<file path="config.mk">
export PLATFORM = sky130hd
export DESIGN_NAME = byte_alu
export DESIGN_NICKNAME = d
export VERILOG_FILES = /design/src/rtl/alu_pkg.sv /design/src/rtl/alu_core.sv /design/src/rtl/alu_flag_reg.sv /design/src/rtl/byte_alu.sv
export SDC_FILE = /design/constraint.sdc
export NUM_CORES = 1
export LEC_CHECK = 0
export ABC_AREA = 1
export BUFFER_PORTS_ARGS = -buffer_cell sky130_fd_sc_hd__buf_2
export CORE_ASPECT_RATIO = 0.7
export CORE_MARGIN = 5
export CORE_UTILIZATION = 25
export DETAILED_ROUTE_END_ITERATION = 10
export SLEW_MARGIN = 20
export SYNTH_ARGS = -nofsm -noshare
export SYNTH_HDL_FRONTEND = slang
export SYNTH_SLANG_ARGS = --single-unit
export TNS_END_PERCENT = 10
</file>
<file path="constraint.sdc">
create_clock -name clk -period 8.8 [get_ports clk]
set_input_delay 1.76 -clock clk [delete_from_list [all_inputs] [get_ports clk]]
set_output_delay 1.76 -clock clk [all_outputs]
set_load 0.02 [all_outputs]
</file>
<file path="src/rtl/alu_pkg.sv">
`timescale 1ns/1ps
package alu_pkg;
  parameter int DATA_W = 8;
  localparam int NIB_W = DATA_W / 2;

  typedef enum logic [3:0] {
    OP_ADD  = 4'd0,  OP_SUB  = 4'd1,  OP_AND  = 4'd2,  OP_IOR = 4'd3,
    OP_XOR  = 4'd4,  OP_COM  = 4'd5,  OP_INC  = 4'd6,  OP_DEC = 4'd7,
    OP_MOV  = 4'd8,  OP_CLRF = 4'd9,  OP_CLRW = 4'd10, OP_RLC = 4'd11,
    OP_RRC  = 4'd12, OP_SWAP = 4'd13, OP_RSV0 = 4'd14, OP_RSV1 = 4'd15
  } alu_op_e;

  typedef struct packed {
    logic c;
    logic dc;
    logic z;
  } flags_t;

  // Full-width add with carry in; top bit is the carry out.
  function automatic logic [DATA_W:0] add_full(input logic [DATA_W-1:0] a,
                                               input logic [DATA_W-1:0] b,
                                               input logic ci);
    return {1'b0, a} + {1'b0, b} + {{DATA_W{1'b0}}, ci};
  endfunction

  // Carry out of the low nibble for the same addition.
  function automatic logic nib_carry(input logic [DATA_W-1:0] a,
                                     input logic [DATA_W-1:0] b,
                                     input logic ci);
    logic [NIB_W:0] s;
    s = {1'b0, a[NIB_W-1:0]} + {1'b0, b[NIB_W-1:0]} + {{NIB_W{1'b0}}, ci};
    return s[NIB_W];
  endfunction
endpackage

</file>
<file path="src/rtl/alu_core.sv">
`timescale 1ns/1ps
module alu_core
  import alu_pkg::*;
(
  input  alu_op_e           op,
  input  logic [DATA_W-1:0] w,
  input  logic [DATA_W-1:0] b,
  input  logic              cin,
  output logic [DATA_W-1:0] res,
  output flags_t            nxt,
  output flags_t            wr
);
  localparam logic [DATA_W-1:0] ONE = {{(DATA_W-1){1'b0}}, 1'b1};

  logic [DATA_W:0] add_s, sub_s;
  logic            add_h, sub_h;

  assign add_s = add_full(w, b, 1'b0);
  assign sub_s = add_full(b, ~w, 1'b1);
  assign add_h = nib_carry(w, b, 1'b0);
  assign sub_h = nib_carry(b, ~w, 1'b1);

  always_comb begin
    res    = w;
    nxt.c  = 1'b0;
    nxt.dc = 1'b0;
    wr     = '0;
    case (op)
      OP_ADD: begin
        res = add_s[DATA_W-1:0]; nxt.c = add_s[DATA_W]; nxt.dc = add_h;
        wr = '{c: 1'b1, dc: 1'b1, z: 1'b1};
      end
      OP_SUB: begin
        res = sub_s[DATA_W-1:0]; nxt.c = sub_s[DATA_W]; nxt.dc = sub_h;
        wr = '{c: 1'b1, dc: 1'b1, z: 1'b1};
      end
      OP_AND:  begin res = w & b;     wr.z = 1'b1; end
      OP_IOR:  begin res = w | b;     wr.z = 1'b1; end
      OP_XOR:  begin res = w ^ b;     wr.z = 1'b1; end
      OP_COM:  begin res = ~b;        wr.z = 1'b1; end
      OP_INC:  begin res = b + ONE;   wr.z = 1'b1; end
      OP_DEC:  begin res = b - ONE;   wr.z = 1'b1; end
      OP_MOV:  begin res = b;         wr.z = 1'b1; end
      OP_CLRF, OP_CLRW: begin res = '0; wr.z = 1'b1; end
      OP_RLC:  begin res = {b[DATA_W-2:0], cin}; nxt.c = b[DATA_W-1]; wr.c = 1'b1; end
      OP_RRC:  begin res = {cin, b[DATA_W-1:1]}; nxt.c = b[0];        wr.c = 1'b1; end
      OP_SWAP: res = {b[NIB_W-1:0], b[DATA_W-1:NIB_W]};
      default: res = w;
    endcase
    nxt.z = (res == '0);
  end
endmodule

</file>
<file path="src/rtl/alu_flag_reg.sv">
`timescale 1ns/1ps
module alu_flag_reg
  import alu_pkg::*;
(
  input  logic   clk,
  input  logic   rst_n,
  input  logic   en,
  input  flags_t nxt,
  input  flags_t wr,
  output flags_t q
);
  always_ff @(posedge clk or negedge rst_n) begin
    if (!rst_n) begin
      q <= '0;
    end else if (en) begin
      if (wr.c)  q.c  <= nxt.c;
      if (wr.dc) q.dc <= nxt.dc;
      if (wr.z)  q.z  <= nxt.z;
    end
  end

  AST_HOLD_WHEN_IDLE: assert property (@(posedge clk) disable iff (!rst_n)
    !en |=> q == $past(q));
  AST_UNMASKED_KEPT: assert property (@(posedge clk) disable iff (!rst_n)
    (en && !wr.dc) |=> q.dc == $past(q.dc));
endmodule

</file>
<file path="src/rtl/byte_alu.sv">
`timescale 1ns/1ps
module byte_alu
  import alu_pkg::*;
(
  input  logic              clk,
  input  logic              rst_n,
  input  logic              flag_en,
  input  logic [3:0]        op,
  input  logic              use_lit,
  input  logic              dest_bit,
  input  logic              carry_in,
  input  logic [DATA_W-1:0] w_in,
  input  logic [DATA_W-1:0] f_in,
  input  logic [DATA_W-1:0] lit_in,
  output logic [DATA_W-1:0] result,
  output logic              dest_f,
  output logic              flag_c,
  output logic              flag_dc,
  output logic              flag_z
);
  alu_op_e           op_e;
  logic [DATA_W-1:0] operand;
  flags_t            flag_nxt, flag_wr, flag_q;
  logic              is_clear, is_logic, is_rotate;

  assign op_e      = alu_op_e'(op);
  assign operand   = use_lit ? lit_in : f_in;
  assign is_clear  = (op_e == OP_CLRF) || (op_e == OP_CLRW);
  assign is_logic  = (op_e == OP_AND) || (op_e == OP_IOR) || (op_e == OP_XOR);
  assign is_rotate = (op_e == OP_RLC) || (op_e == OP_RRC);

  alu_core u_core (
    .op (op_e), .w (w_in), .b (operand), .cin (carry_in),
    .res(result), .nxt(flag_nxt), .wr(flag_wr)
  );

  alu_flag_reg u_flags (
    .clk(clk), .rst_n(rst_n), .en(flag_en),
    .nxt(flag_nxt), .wr(flag_wr), .q(flag_q)
  );

  always_comb begin
    if (op_e == OP_CLRF)      dest_f = 1'b1;
    else if (op_e == OP_CLRW) dest_f = 1'b0;
    else                      dest_f = use_lit ? 1'b0 : dest_bit;
  end

  assign flag_c  = flag_q.c;
  assign flag_dc = flag_q.dc;
  assign flag_z  = flag_q.z;

  AST_LIT_WRITES_W: assert property (@(posedge clk) disable iff (!rst_n)
    (use_lit && !is_clear) |-> !dest_f);
  AST_CLEAR_SETS_Z: assert property (@(posedge clk) disable iff (!rst_n)
    (flag_en && is_clear) |=> flag_z);
  AST_LOGIC_KEEPS_C: assert property (@(posedge clk) disable iff (!rst_n)
    (flag_en && is_logic) |=> $stable(flag_c) && $stable(flag_dc));
  AST_ROTATE_KEEPS_Z: assert property (@(posedge clk) disable iff (!rst_n)
    (flag_en && is_rotate) |=> $stable(flag_z) && $stable(flag_dc));
  AST_SWAP_NO_FLAGS: assert property (@(posedge clk) disable iff (!rst_n)
    (op_e == OP_SWAP) |=> $stable({flag_c, flag_dc, flag_z}));
  AST_RSV_NO_FLAGS: assert property (@(posedge clk) disable iff (!rst_n)
    (op_e == OP_RSV0 || op_e == OP_RSV1) |=> $stable({flag_c, flag_dc, flag_z}));
endmodule

</file>
==> impl_metrics.py <==
metrics = {
    "clocking": {
        "clk_pin_slew_ps": 30,
        "root_buffer": "clkbuf_16",
        "insertion_delay_ps": 220,
        "hold_buffers": 0,
        "cts-buffers-inserted": 3,
        "cts.sinks": 3,
        "clockBufferDepth": 2,
        "cts_htree_levels": 1,
        "cts_tree": "yes",
        "cts-resized-gates": 0,
        "post-cts-setup-buffer-count": 0,
    },
    "final_layout": {
        "top_regs": "u_flags.q x3",
        "area_growth_pct": 19.1,
        "largest_register_ffs": 3,
        "seqCellArea_um2": 75.1,
        "fin_nets": 566,
        "drive_gt1_share_pct": 12.5,
        "num_antenna_cells": 0,
        "fillerInstances": 1077,
        "regMostFlops": "u_flags.q",
        "multi_input_area_mm2": 0.00194,
    },
    "sta": {
        "finalHoldViolations": 0,
        "timing.fmax_mhz": 165,
        "worst_pin_slew_ps": 863,
        "skew_ps": 0,
        "rsz0062_at_grt": "false",
        "fin_crit_sh_pct": 68.9,
        "finalSetupViolCount": 0,
        "finalSetupTns_ps": 0,
        "finalCriticalPeriod_ps": 6070,
        "drv_slew": 0,
        "relSlewSlack_pct": 42.1,
    },
    "power_and_ir_drop": {
        "ir_drop_mv": 0.100,
        "power_w": 0.000251,
        "p_per_area_mw_per_mm2": 91.9,
        "p_leak_nw": 1.63,
    },
    "global_route": {
        "grt-ovfl-total": 0,
        "grt_pass1_vias": 2886,
        "grt_usage_pct": 16.0,
        "grt_max_degree": 16,
        "grt_pass1_wl_um": 14900,
        "antenna_found_initial": 0,
    },
    "synth": {
        "syn_area_mm2": 0.00229,
        "yosysWarnings": 0,
        "synthCells": 452,
        "synth_top_cell_by_area": "nand2_1",
        "yosys-top-cells-count": "nand2_1 (165), nor2_1 (64), inv_1 (59), nand3_1 (45), ha_1 (31)",
        "synth.top_cell.area_share_pct": 27.0,
        "yosys-top-cells-area": "nand2_1 (27%), ha_1 (17%), nor2_1 (10%), nand3_1 (9.8%), inv_1 (9.7%)",
        "synth-seq-area-share_pct": 3.27,
        "ys.flop_type": "dfrtp_1",
        "syn-num-nets": 520,
        "yosysMostFrequentCell": "nand2_1",
        "syn_area_per_cell_um2": 5.08,
        "synth-seq-cells": 3,
        "synth_edf_count": 0,
        "synthArstFlopShare_pct": 100,
        "ys_types": 29,
    },
    "routing": {
        "ant_nets": 0,
        "first_pass_iters": 5,
        "wl_per_cell_um": 14.8,
        "wl_um": 9180,
        "num_vias": 3125,
        "drc": 0,
        "drt_iter0_drc": 429,
        "vias_per_cell": 5.03,
    },
    "setup_path": {
        "reg2regPathDepth": 2,
        "path_cells": "buf_2 > inv_2 > nand2_1 > nand2_2 > inv_1 > ha_1 > fa_1 > nand3b_1 > nand2_1 > nand2_1 > nand2_1 > nand2_1 > nand2_1 > nand2_1 > nand3_1 > nand3_1 > nand2_1 > inv_1 > buf_2",
        "critPathTopFamily": "simple AND/OR/NAND/NOR gates",
        "reg2reg_to": "u_flags.q[2]$_DFFE_PN0P_",
        "path_class": "input port to output port",
        "cpPeakStageDelay_ps": 460,
        "rr_startpoint": "u_flags.q[2]$_DFFE_PN0P_",
        "crit_fanout": 15,
        "worstPathRequired_ps": 7040,
        "crit_path_top_delay_cell": "fa_1",
        "critPathArrivalTime_ps": 4310,
        "path_buf_inv": 5,
        "crit_path_end_kind": "output port",
        "ff2ff_setup_slack_ps": 8070,
        "start_kind": "input port",
        "crit_path_frequent_cell": "nand2_1",
    },
    "floorplan": {
        "die_w_um": 125,
        "die_area_mm2": 0.0112,
        "core_mm2": 0.00900,
        "io_pins": 46,
        "floorplan.initialDensity_pct": 25.5,
        "rows": 29,
        "dieHeight_um": 90.2,
    },
    "placement": {
        "dp_hpwl_um": 7860,
        "port_buffers": 45,
        "globalplace.congestion": 1.09,
    },
    "min_path": {
        "hold_path_class": "register to register",
        "whs_endpoint": "u_flags.q[0]$_DFFE_PN0P_",
        "hp-start": "u_flags.q[0]$_DFFE_PN0P_",
        "holdPathStages": 2,
    },
    "outcome": {
        "status": "complete, no violations",
    },
    "flow_run": {
        "maxCapViolations": 0,
    },
}
==> cell usage in the layout, fill, tap and decap left out, types with 3 or more instances in the layout <==
cell and instances:
nand4_1 4, nand3b_1 7, ha_1 31, buf_2 45, nor2_1 64, inv_1 59, a21oi_1 18, nor3_1 6
o21ai_0 13, fa_1 3, nand2_2 3, nand3_1 45, clkbuf_16 3, dfrtp_1 3, nand2_1 165, inv_2 8
o22ai_1 5
==> cell type report <==
| type | instances | area share [%] |
|---|---|---|
| well taps | 124 | 5.68 |
| repair buffers | 45 | 8.24 |
| flip-flops and latches | 3 | 2.75 |
| inverters | 68 | 9.34 |
| clock buffers | 4 | 2.88 |
| multi-input cells | 377 | 71.1 |
==> per-stage QoR <==
step	hold WS (ps)	util (%)	std cells	setup slack [ps]	area, um2
global placement	464	29.5	617	2830	2660
finish	481	30.4	621	2730	2730
CTS	487	30.4	621	2780	2730
detailed placement	478	29.5	617	2790	2660
floorplan	582	-	452	3460	2290
global route	508	30.4	621	2470	2730
==> report_power, final <==
group	total, W	internal [W]	leakage, nW	switching [W]
sequential	0.0000177	0.0000162	0.0373	0.00000145
combinational	0.000162	0.0000517	1.55	0.000111
clock	0.0000712	0.0000597	0.0382	0.0000115
total	0.000251	0.000128	1.63	0.000124
==> kinds of logic (layout without fill, tap and decap cells) <==
kind of cell / count (synthesis) / count (layout) / synth area share (%)
XOR/XNOR: 2 / 2 / 0.763
buffers and inverters: 72 / 117 / 12.0
adder cells (fa/ha/maj): 34 / 34 / 19.5
AO/OA/AOI/OAI: 45 / 45 / 11.1
AND/OR/NAND/NOR: 296 / 296 / 53.3
flip-flops: 3 / 3 / 3.27
==> worst max path at each step <==
stage             from        end  slack, ps  cells past startpoint
6_report       use_lit  result[6]       2730                     19
5_1_grt          op[3]  result[7]       2470                     15
4_1_cts          op[3]  result[7]       2780                     15
3_5_place_dp     op[3]  result[7]       2790                     15
3_3_place_gp   use_lit  result[6]       2830                     18
2_1_floorplan  use_lit  result[6]       3460                     16
==> worst reg2reg max path, cell delays in order, from the launching register on <==
cell and delay [ps]:
dfrtp_1 360, o21ai_0 200, inv_1 60
==> metal layers <==
layer / wire (um) / track usage [%]
met1: 4450 / 25.1
met2: 3470 / 22.1
met3: 1110 / 3.26
met4: 150 / 2.74
met5: 0 / 0
(Power assumes the default switching activity.)
